===== src/rtl/irqc_pkg.sv =====
`timescale 1ns/1ps
package irqc_pkg;
  localparam int unsigned CMD_W = 8;

  typedef enum logic [1:0] {
    CMD_NONE,
    CMD_CFG,
    CMD_NS_EOI,
    CMD_SP_EOI
  } cmd_kind_e;

  function automatic cmd_kind_e decode_cmd(input logic [CMD_W-1:0] b);
    if (b[7:4] == 4'h0)        return CMD_CFG;
    if (b == 8'h20)            return CMD_NS_EOI;
    if (b[7:3] == 5'b01100)    return CMD_SP_EOI;
    return CMD_NONE;
  endfunction
endpackage


===== src/rtl/irqc_prio_enc.sv =====
`timescale 1ns/1ps
module irqc_prio_enc #(
  parameter int unsigned N = 8,
  localparam int unsigned W = (N > 1) ? $clog2(N) : 1
) (
  input  logic [N-1:0] req_i,
  output logic         any_o,
  output logic [W-1:0] idx_o
);
  // lowest index wins
  always_comb begin
    any_o = |req_i;
    idx_o = '0;
    for (int i = N - 1; i >= 0; i--) begin
      if (req_i[i]) idx_o = W'(i);
    end
  end
endmodule


===== src/rtl/irqc_req_stage.sv =====
`timescale 1ns/1ps
module irqc_req_stage #(
  parameter int unsigned N = 8
) (
  input  logic         clk_i,
  input  logic         rst_ni,
  input  logic         level_mode_i,
  input  logic [N-1:0] req_i,
  input  logic [N-1:0] clr_i,
  output logic [N-1:0] pend_o
);
  logic [N-1:0] req_q;
  logic [N-1:0] irr_q;

  always_ff @(posedge clk_i or negedge rst_ni) begin
    if (!rst_ni) begin
      req_q <= '0;
      irr_q <= '0;
    end else begin
      req_q <= req_i;
      if (level_mode_i) irr_q <= '0;
      else              irr_q <= (irr_q & ~clr_i) | (req_i & ~req_q);
    end
  end

  assign pend_o = level_mode_i ? req_i : irr_q;
endmodule


===== src/rtl/irqc_isr.sv =====
`timescale 1ns/1ps
module irqc_isr #(
  parameter int unsigned N = 8,
  localparam int unsigned W = (N > 1) ? $clog2(N) : 1
) (
  input  logic         clk_i,
  input  logic         rst_ni,
  input  logic [N-1:0] set_i,
  input  logic [N-1:0] clr_i,
  output logic [N-1:0] isr_o,
  output logic         busy_o,
  output logic [W-1:0] top_o
);
  logic [N-1:0] isr_q;

  always_ff @(posedge clk_i or negedge rst_ni) begin
    if (!rst_ni) isr_q <= '0;
    else         isr_q <= (isr_q & ~clr_i) | set_i;
  end

  irqc_prio_enc #(.N(N)) u_top (
    .req_i (isr_q),
    .any_o (busy_o),
    .idx_o (top_o)
  );

  assign isr_o = isr_q;
endmodule


===== src/rtl/irqc_top.sv =====
`timescale 1ns/1ps
module irqc_top
  import irqc_pkg::*;
#(
  parameter int unsigned N_LVL    = 8,
  parameter int unsigned VEC_W    = 8,
  parameter int unsigned VEC_BASE = 64,
  localparam int unsigned LVL_W   = (N_LVL > 1) ? $clog2(N_LVL) : 1
) (
  input  logic             clk_i,
  input  logic             rst_ni,
  input  logic             force_level_i,
  input  logic [N_LVL-1:0] irq_req_i,
  input  logic             cmd_wr_i,
  input  logic [CMD_W-1:0] cmd_wdata_i,
  input  logic             mask_wr_i,
  input  logic [N_LVL-1:0] mask_wdata_i,
  input  logic             ack_i,
  output logic             int_o,
  output logic [VEC_W-1:0] vector_o,
  output logic [N_LVL-1:0] cmd_rdata_o,
  output logic [N_LVL-1:0] mask_rdata_o,
  output logic             level_mode_o
);
  logic             mode_q;
  logic             stat_isr_q;
  logic [N_LVL-1:0] mask_q;
  logic             level_mode;
  cmd_kind_e        kind;

  logic [N_LVL-1:0] pend;
  logic [N_LVL-1:0] isr_vec;
  logic             isr_busy;
  logic [LVL_W-1:0] isr_top;
  logic [N_LVL-1:0] unblk;
  logic [N_LVL-1:0] cand;
  logic [LVL_W-1:0] win;
  logic [N_LVL-1:0] grant;
  logic [N_LVL-1:0] eoi_clr;

  assign level_mode = mode_q | force_level_i;
  assign kind       = decode_cmd(cmd_wdata_i);

  always_ff @(posedge clk_i or negedge rst_ni) begin
    if (!rst_ni) begin
      mode_q     <= 1'b0;
      stat_isr_q <= 1'b0;
      mask_q     <= '1;
    end else begin
      if (mask_wr_i) mask_q <= mask_wdata_i;
      if (cmd_wr_i && kind == CMD_CFG) begin
        mode_q     <= cmd_wdata_i[0];
        stat_isr_q <= cmd_wdata_i[1];
      end
    end
  end

  irqc_req_stage #(.N(N_LVL)) u_req (
    .clk_i        (clk_i),
    .rst_ni       (rst_ni),
    .level_mode_i (level_mode),
    .req_i        (irq_req_i),
    .clr_i        (grant),
    .pend_o       (pend)
  );

  irqc_isr #(.N(N_LVL)) u_isr (
    .clk_i  (clk_i),
    .rst_ni (rst_ni),
    .set_i  (grant),
    .clr_i  (eoi_clr),
    .isr_o  (isr_vec),
    .busy_o (isr_busy),
    .top_o  (isr_top)
  );

  // a level is eligible only if it outranks every level in service
  for (genvar g = 0; g < N_LVL; g++) begin : g_unblk
    assign unblk[g] = !isr_busy || (g < int'(isr_top));
  end

  assign cand = pend & ~mask_q & unblk;

  irqc_prio_enc #(.N(N_LVL)) u_win (
    .req_i (cand),
    .any_o (int_o),
    .idx_o (win)
  );

  always_comb begin
    grant = '0;
    if (ack_i && int_o) grant[win] = 1'b1;
  end

  always_comb begin
    eoi_clr = '0;
    if (cmd_wr_i) begin
      if (kind == CMD_NS_EOI && isr_busy) eoi_clr[isr_top] = 1'b1;
      if (kind == CMD_SP_EOI) eoi_clr[cmd_wdata_i[LVL_W-1:0]] = 1'b1;
    end
  end

  assign vector_o     = VEC_W'(VEC_BASE) + VEC_W'(win);
  assign cmd_rdata_o  = stat_isr_q ? isr_vec : pend;
  assign mask_rdata_o = mask_q;
  assign level_mode_o = level_mode;
endmodule


===== config.mk =====
export PLATFORM = sky130hd
export DESIGN_NAME = irqc_top
export DESIGN_NICKNAME = d
export VERILOG_FILES = /design/src/rtl/irqc_pkg.sv /design/src/rtl/irqc_prio_enc.sv /design/src/rtl/irqc_req_stage.sv /design/src/rtl/irqc_isr.sv /design/src/rtl/irqc_top.sv
export SDC_FILE = /design/constraint.sdc
export NUM_CORES = 1
export LEC_CHECK = 0
export BUFFER_PORTS_ARGS = -buffer_cell sky130_fd_sc_hd__clkbuf_2
export CORE_MARGIN = 2
export CORE_UTILIZATION = 45
export DETAILED_ROUTE_END_ITERATION = 12
export GPL_ROUTABILITY_DRIVEN = 0
export PLACE_DENSITY = 0.7
export SLEW_MARGIN = 40
export SYNTH_ARGS = -nofsm -noshare
export SYNTH_HDL_FRONTEND = slang
export SYNTH_SLANG_ARGS = --single-unit

===== constraint.sdc =====
create_clock -name clk_i -period 5.16 [get_ports clk_i]
set_input_delay 1.032 -clock clk_i [delete_from_list [all_inputs] [get_ports clk_i]]
set_output_delay 1.032 -clock clk_i [all_outputs]
set_load 0.01 [all_outputs]

-- After elaboration in Yosys (flattened, before gate mapping)
Index checks and enable logic that the tools add are counted.
- input port bits: 30
- bits in registers: 34
- output and inout port bits: 26
- reductions and logical operators: 17
- magnitude comparators: 13
- bitwise logic cells: 13
- equality and inequality tests: 5
- $add $sub $neg: 1
- mux-type cells: 42
- operators by type and width (operator ; number):
    8-bit two-way mux ; 8
    3-bit two-way mux ; 16
    8-bit bitwise AND ; 5
    8-bit inverter ; 4
    8-bit bitwise OR ; 3
    8-bit OR reduction ; 2
    3-bit by 4-bit less-than comparator with 1-bit output (second input constant) ; 3
    2-bit two-way mux ; 6
    1-bit demux with 3-bit select ; 3
    3-bit by 1-bit >= comparator with 1-bit output (second input constant) ; 3
    3-bit less-than comparator (first input constant) ; 3
    1-bit two-way mux ; 9
    7-bit by 3-bit adder with 8-bit output (first input constant) ; 1
    8-bit by 6-bit == test with 1-bit output (second input constant) ; 1
    1-bit logical OR ; 7
    1-bit logical AND ; 6
    1-bit by 3-bit less-than comparator with 1-bit output (first input constant) ; 2
    2-bit by 3-bit less-than comparator with 1-bit output (first input constant) ; 2
    5-bit by 4-bit == test with 1-bit output (second input constant) ; 1
    2-bit == test (second input constant) ; 2
    4-bit logical NOT ; 1
    2-bit by 1-bit == test with 1-bit output (second input constant) ; 1
    1-bit logical NOT ; 1
    1-bit bitwise OR ; 1

-- Longest topological paths before layout
- depth after elaboration: 28
- gate-level depth with buffers: 8
- depth with buffers taken out: 7

-- Cells and area by module
Synthesis repeated with hierarchy kept, for this count alone.
- cell total of the unflattened synthesis: 204
- area total of the unflattened synthesis: 2069.5 um^2
- modules (own cells, without submodules) (module ; instances ; area an instance (um^2) ; seq. area each (um^2) ; cells each):
    irqc_top ; 1 ; 952.2 ; 260.2 ; 104
    irqc_req_stage ; 1 ; 664.4 ; 400.4 ; 50
    irqc_isr ; 1 ; 290.3 ; 200.2 ; 24
    irqc_prio_enc ; 2 ; 81.3 ; 0.0 ; 13

-- Least setup slack after synthesis
OpenSTA, ideal clock, no wires.
- kind: input-to-output
- start: input port force_level_i
- end: output port vector_o[1]
- required time: 4.128 ns
- slack: 1.587 ns
- buffers on the path: 0
- arrival: 2.541 ns
- cell stages on the path: 5
- cell sequence: or3b_1 -> a211o_1 -> a2111oi_4 -> nand2_1 -> a21boi_0
- cells in the longest elaborated chain, start to end: 13
- ends and longest elaborated chain (element ; RTL line ; source):
    start, declared ; irqc_top.sv:12 ; input logic force_level_i,
    1-bit bitwise OR (*) ; irqc_top.sv:41 ; assign level_mode = mode_q | force_level_i;
    8-bit two-way mux (*) ; irqc_req_stage.sv:26 ; assign pend_o = level_mode_i ? req_i : irr_q;
    8-bit bitwise AND (*) (2 in series) ; irqc_top.sv:82 ; assign cand = pend & ~mask_q & unblk;
    3-bit two-way mux (7 in series) ; irqc_prio_enc.sv:15 ; if (req_i[i]) idx_o = W'(i);
    3-bit two-way mux (*) ; irqc_prio_enc.sv:15 ;
    7-bit by 3-bit adder with 8-bit output (*) ; irqc_top.sv:103 ; assign vector_o = VEC_W'(VEC_BASE) + VEC_W'(win);
    end, declared ; irqc_top.sv:20 ; output logic [VEC_W-1:0] vector_o,
Mark *: on every way between the ends. The rest lies on a longest branch, timed or not.

-- Final worst setup path
- start: input port force_level_i
- end: output port vector_o[0]
The elaborated chain is that of the path after synthesis.

==> flow_summary.json <==
{
  "outcome": "finished, final reports clean",
  "fp.dieH_microns": 72.16,
  "io_buffers": 50,
  "cellLeakagePower_nw": 1.041,
  "dr.pass1.iters": 4,
  "tightest_slew_ns": 0.5307,
  "utilization_pct": 55.07,
  "area_growth_pct": 16.28,
  "hold_depth": 2,
  "yosys_warnings": 0,
  "num_rows": 24,
  "cpPeakStageDelay_ns": 0.54,
  "cts_sinks": 34,
  "wirelength_mm": 4.964,
  "overflow": 0,
  "power.share.sequential_pct": 46.7,
  "core_area_sq_um": 4414,
  "grt_use_total_pct": 20.39,
  "diodes": 0,
  "critical_path_class": "primary input to primary output",
  "max-slew-margin-rel_pct": 64.62,
  "antenna_found_initial": 0,
  "clkLatencyLatePin_ns": 0.29,
  "synth_mux_area_share_pct": 9.156,
  "antenna_left": 0,
  "cts_root_buffer": "clkbuf_8",
  "wl_per_cell_microns": 15.86,
  "grt_pass1_wl_mm": 8.155,
  "drc": 0,
  "dp_hpwl_mm": 3.804,
  "cts_buffers": 5,
  "p_switching_uw": 302.1,
  "viasPerCell": 5.629,
  "yosysSeqAreaShare_pct": 41.17,
  "async_flop_share_pct": 100.0,
  "cts_hold_buf": 0,
  "report.final.slew_viol_count": 0,
  "final_cell_mix": "49 x clkbuf_2, 26 x dfrtp_1, 24 x nand2_1, 17 x mux2_2",
  "cts_resized": 0,
  "drive_gt1_share_pct": 37.55,
  "ys_top_cells_by_area": "dfrtp_1 31%, dfstp_2 10%, mux2_2 9.2%",
  "synth_top_area_share_pct": 31.12,
  "power.share.clock_pct": 23.0,
  "nNetsFinal": 290,
  "crit_chain": "clkbuf_2 -> nor2_4 -> inv_1 -> a31oi_1 -> a211oi_2 -> a2111o_1 -> nand2_1 -> clkbuf_2",
  "hold_path.class": "flip-flop to flip-flop",
  "synth_cell_types": 53,
  "vias": 1762,
  "first_iter_violations": 103,
  "cts_tree": "built",
  "seq_area_sq_um": 860.8,
  "crit_cells": 8,
  "synthCells": 211,
  "final_common_cell": "clkbuf_2",
  "synth_flop_cell": "dfrtp_1",
  "design_area_sq_um": 2431,
  "h-tree-depth": 2,
  "io_pins": 56,
  "avgSynthCellArea_sq_um": 9.909,
  "setup_tns_ns": 0,
  "switching_share_pct": 36.76,
  "synth-adder-area-share_pct": 0,
  "placed_cell_area_sq_um": 2349,
  "powerDensity_nw_per_um2": 338.1,
  "synth_compound_area_share_pct": 24.72,
  "multi_input_area_sq_um": 1144,
  "clock_path_buffers": 2,
  "rsz0062_at_grt": "false",
  "yosysTopAreaCell": "dfrtp_1",
  "start_util_pct": 47.36,
  "crit_fanout": 13,
  "synth_top_family_by_area": "compound AO/OA/AOI/OAI gates",
  "required_ns": 4.13,
  "crit_buf_inv": 3,
  "synth-simple-area-share_pct": 19.93,
  "worst_r2r_path_depth": 6,
  "grt_max_degree": 35,
  "dpl.cell_count": 305,
  "synth_edf_count": 0,
  "cp_slowest_cell": "a2111o_1",
  "cp.arrival_ns": 3.00,
  "path_delay_family": "compound AO/OA/AOI/OAI gates",
  "hold_viol": 0,
  "peakVddDrop_mv": 0.2428,
  "comb_power_share_pct": 30.3,
  "cp-start-kind": "primary input",
  "clock.fmax_ghz": 0.2482,
  "first_global_vias": 1672,
  "die_w_microns": 72.16,
  "finClkSkew_ns": 0.007163,
  "finalSetupViolations": 0,
  "path_common_cell": "clkbuf_2",
  "cap_violations": 0,
  "internal_power_uw": 519.8,
  "cts.clk_slew.worst_paths_ns": 0.07,
  "synth-seq-cells": 34,
  "end_kind": "primary output",
  "nFillCells": 410,
  "instances_no_fill": 313,
  "synth_xor_area_share_pct": 0,
  "cts_setup_buffers": 0,
  "period_minus_slack_ns": 4.029,
  "die_area_sq_um": 5207,
  "synthesis.area_sq_um": 2091,
  "finalCritPeriodShare_pct": 78.08
}
[flip-flops by register name, summed over array words and instances (netlist names)]
register	flops
mode_q	1
u_req.req_q	8
u_req.irr_q	8
stat_isr_q	1
mask_rdata_o	8
u_isr.isr_o	8
[synthesized netlist by cell type (4+ instances only)]
master     instances
dfstp_2            8
or3b_1             4
o21ai_1           11
o21ai_0           10
buf_4              5
mux2_2            17
nor2_1            13
dfrtp_1           26
nand2b_1           5
a21oi_1           13
nor2b_1            5
inv_1              7
a2111oi_4          4
nand2_1           24
[kinds of logic (layout without fill, tap and decap cells)]
| family | Yosys count | in the layout |
|---|---|---|
| compound gates | 65 | 65 |
| buf+inv | 18 | 65 |
| flops | 34 | 34 |
| mux | 17 | 17 |
| other cells | 2 | 5 |
| simple gates | 75 | 75 |
[power groups by stage]
stage,Combinational (mW),Sequential (mW),Clock (mW)
finish,0.249,0.384,0.189
global route,0.274,0.393,0.205
CTS,0.250,0.384,0.194
detailed placement,0.250,0.388,0
global placement,0.247,0.388,0
floorplan,0.193,0.356,0
[layer usage]
layer / global-route usage, % / part of all wire, %
met4: 7.966 / 1.4
met5: 0 / 0
met3: 4.861 / 6.4
met1: 29.84 / 47
met2: 29.05 / 45
[final timing paths]
kind / start / end / slack (ns)
max: force_level_i / vector_o[0] / 1.13
min: u_req.req_q[6] / u_req.irr_q[6] / 0.49
max reg2reg: mode_q / u_req.irr_q[7] / 2.66
min reg2reg: u_req.req_q[6] / u_req.irr_q[6] / 0.49
max in group asynchronous: rst_ni / mask_rdata_o[1] / 4.09
min in group asynchronous: rst_ni / u_req.irr_q[4] / 0.72
[stage by stage]
| stage | setup WS, ns | power (mW) | hold WS, ns |
|---|---|---|---|
| 6_report | 1.131 | 0.8219 | 0.4910 |
| 5_1_grt | 0.9596 | 0.8715 | 0.5079 |
| 4_1_cts | 1.153 | 0.8291 | 0.4940 |
| 3_5_place_dp | 1.158 | 0.6378 | 0.4880 |
| 3_3_place_gp | 1.177 | 0.6352 | 0.4789 |
| 2_1_floorplan | 1.587 | 0.5491 | 0.4673 |
[worst min-delay path, stage by stage, from the launching register on]
cell     delay [ns]
dfrtp_1        0.32
or2b_1         0.09
a21oi_1        0.05
[final cells by class]
cell class / instances / share of cell area (%)
tap: 52 / 2.676
clock buffer: 6 / 2.985
inverter: 7 / 1.081
sequential: 34 / 35.41
multi-input combinational: 162 / 47.04
clock inverter: 2 / 0.4117
timing repair buffer: 50 / 10.40
(Power assumes the default switching activity.)
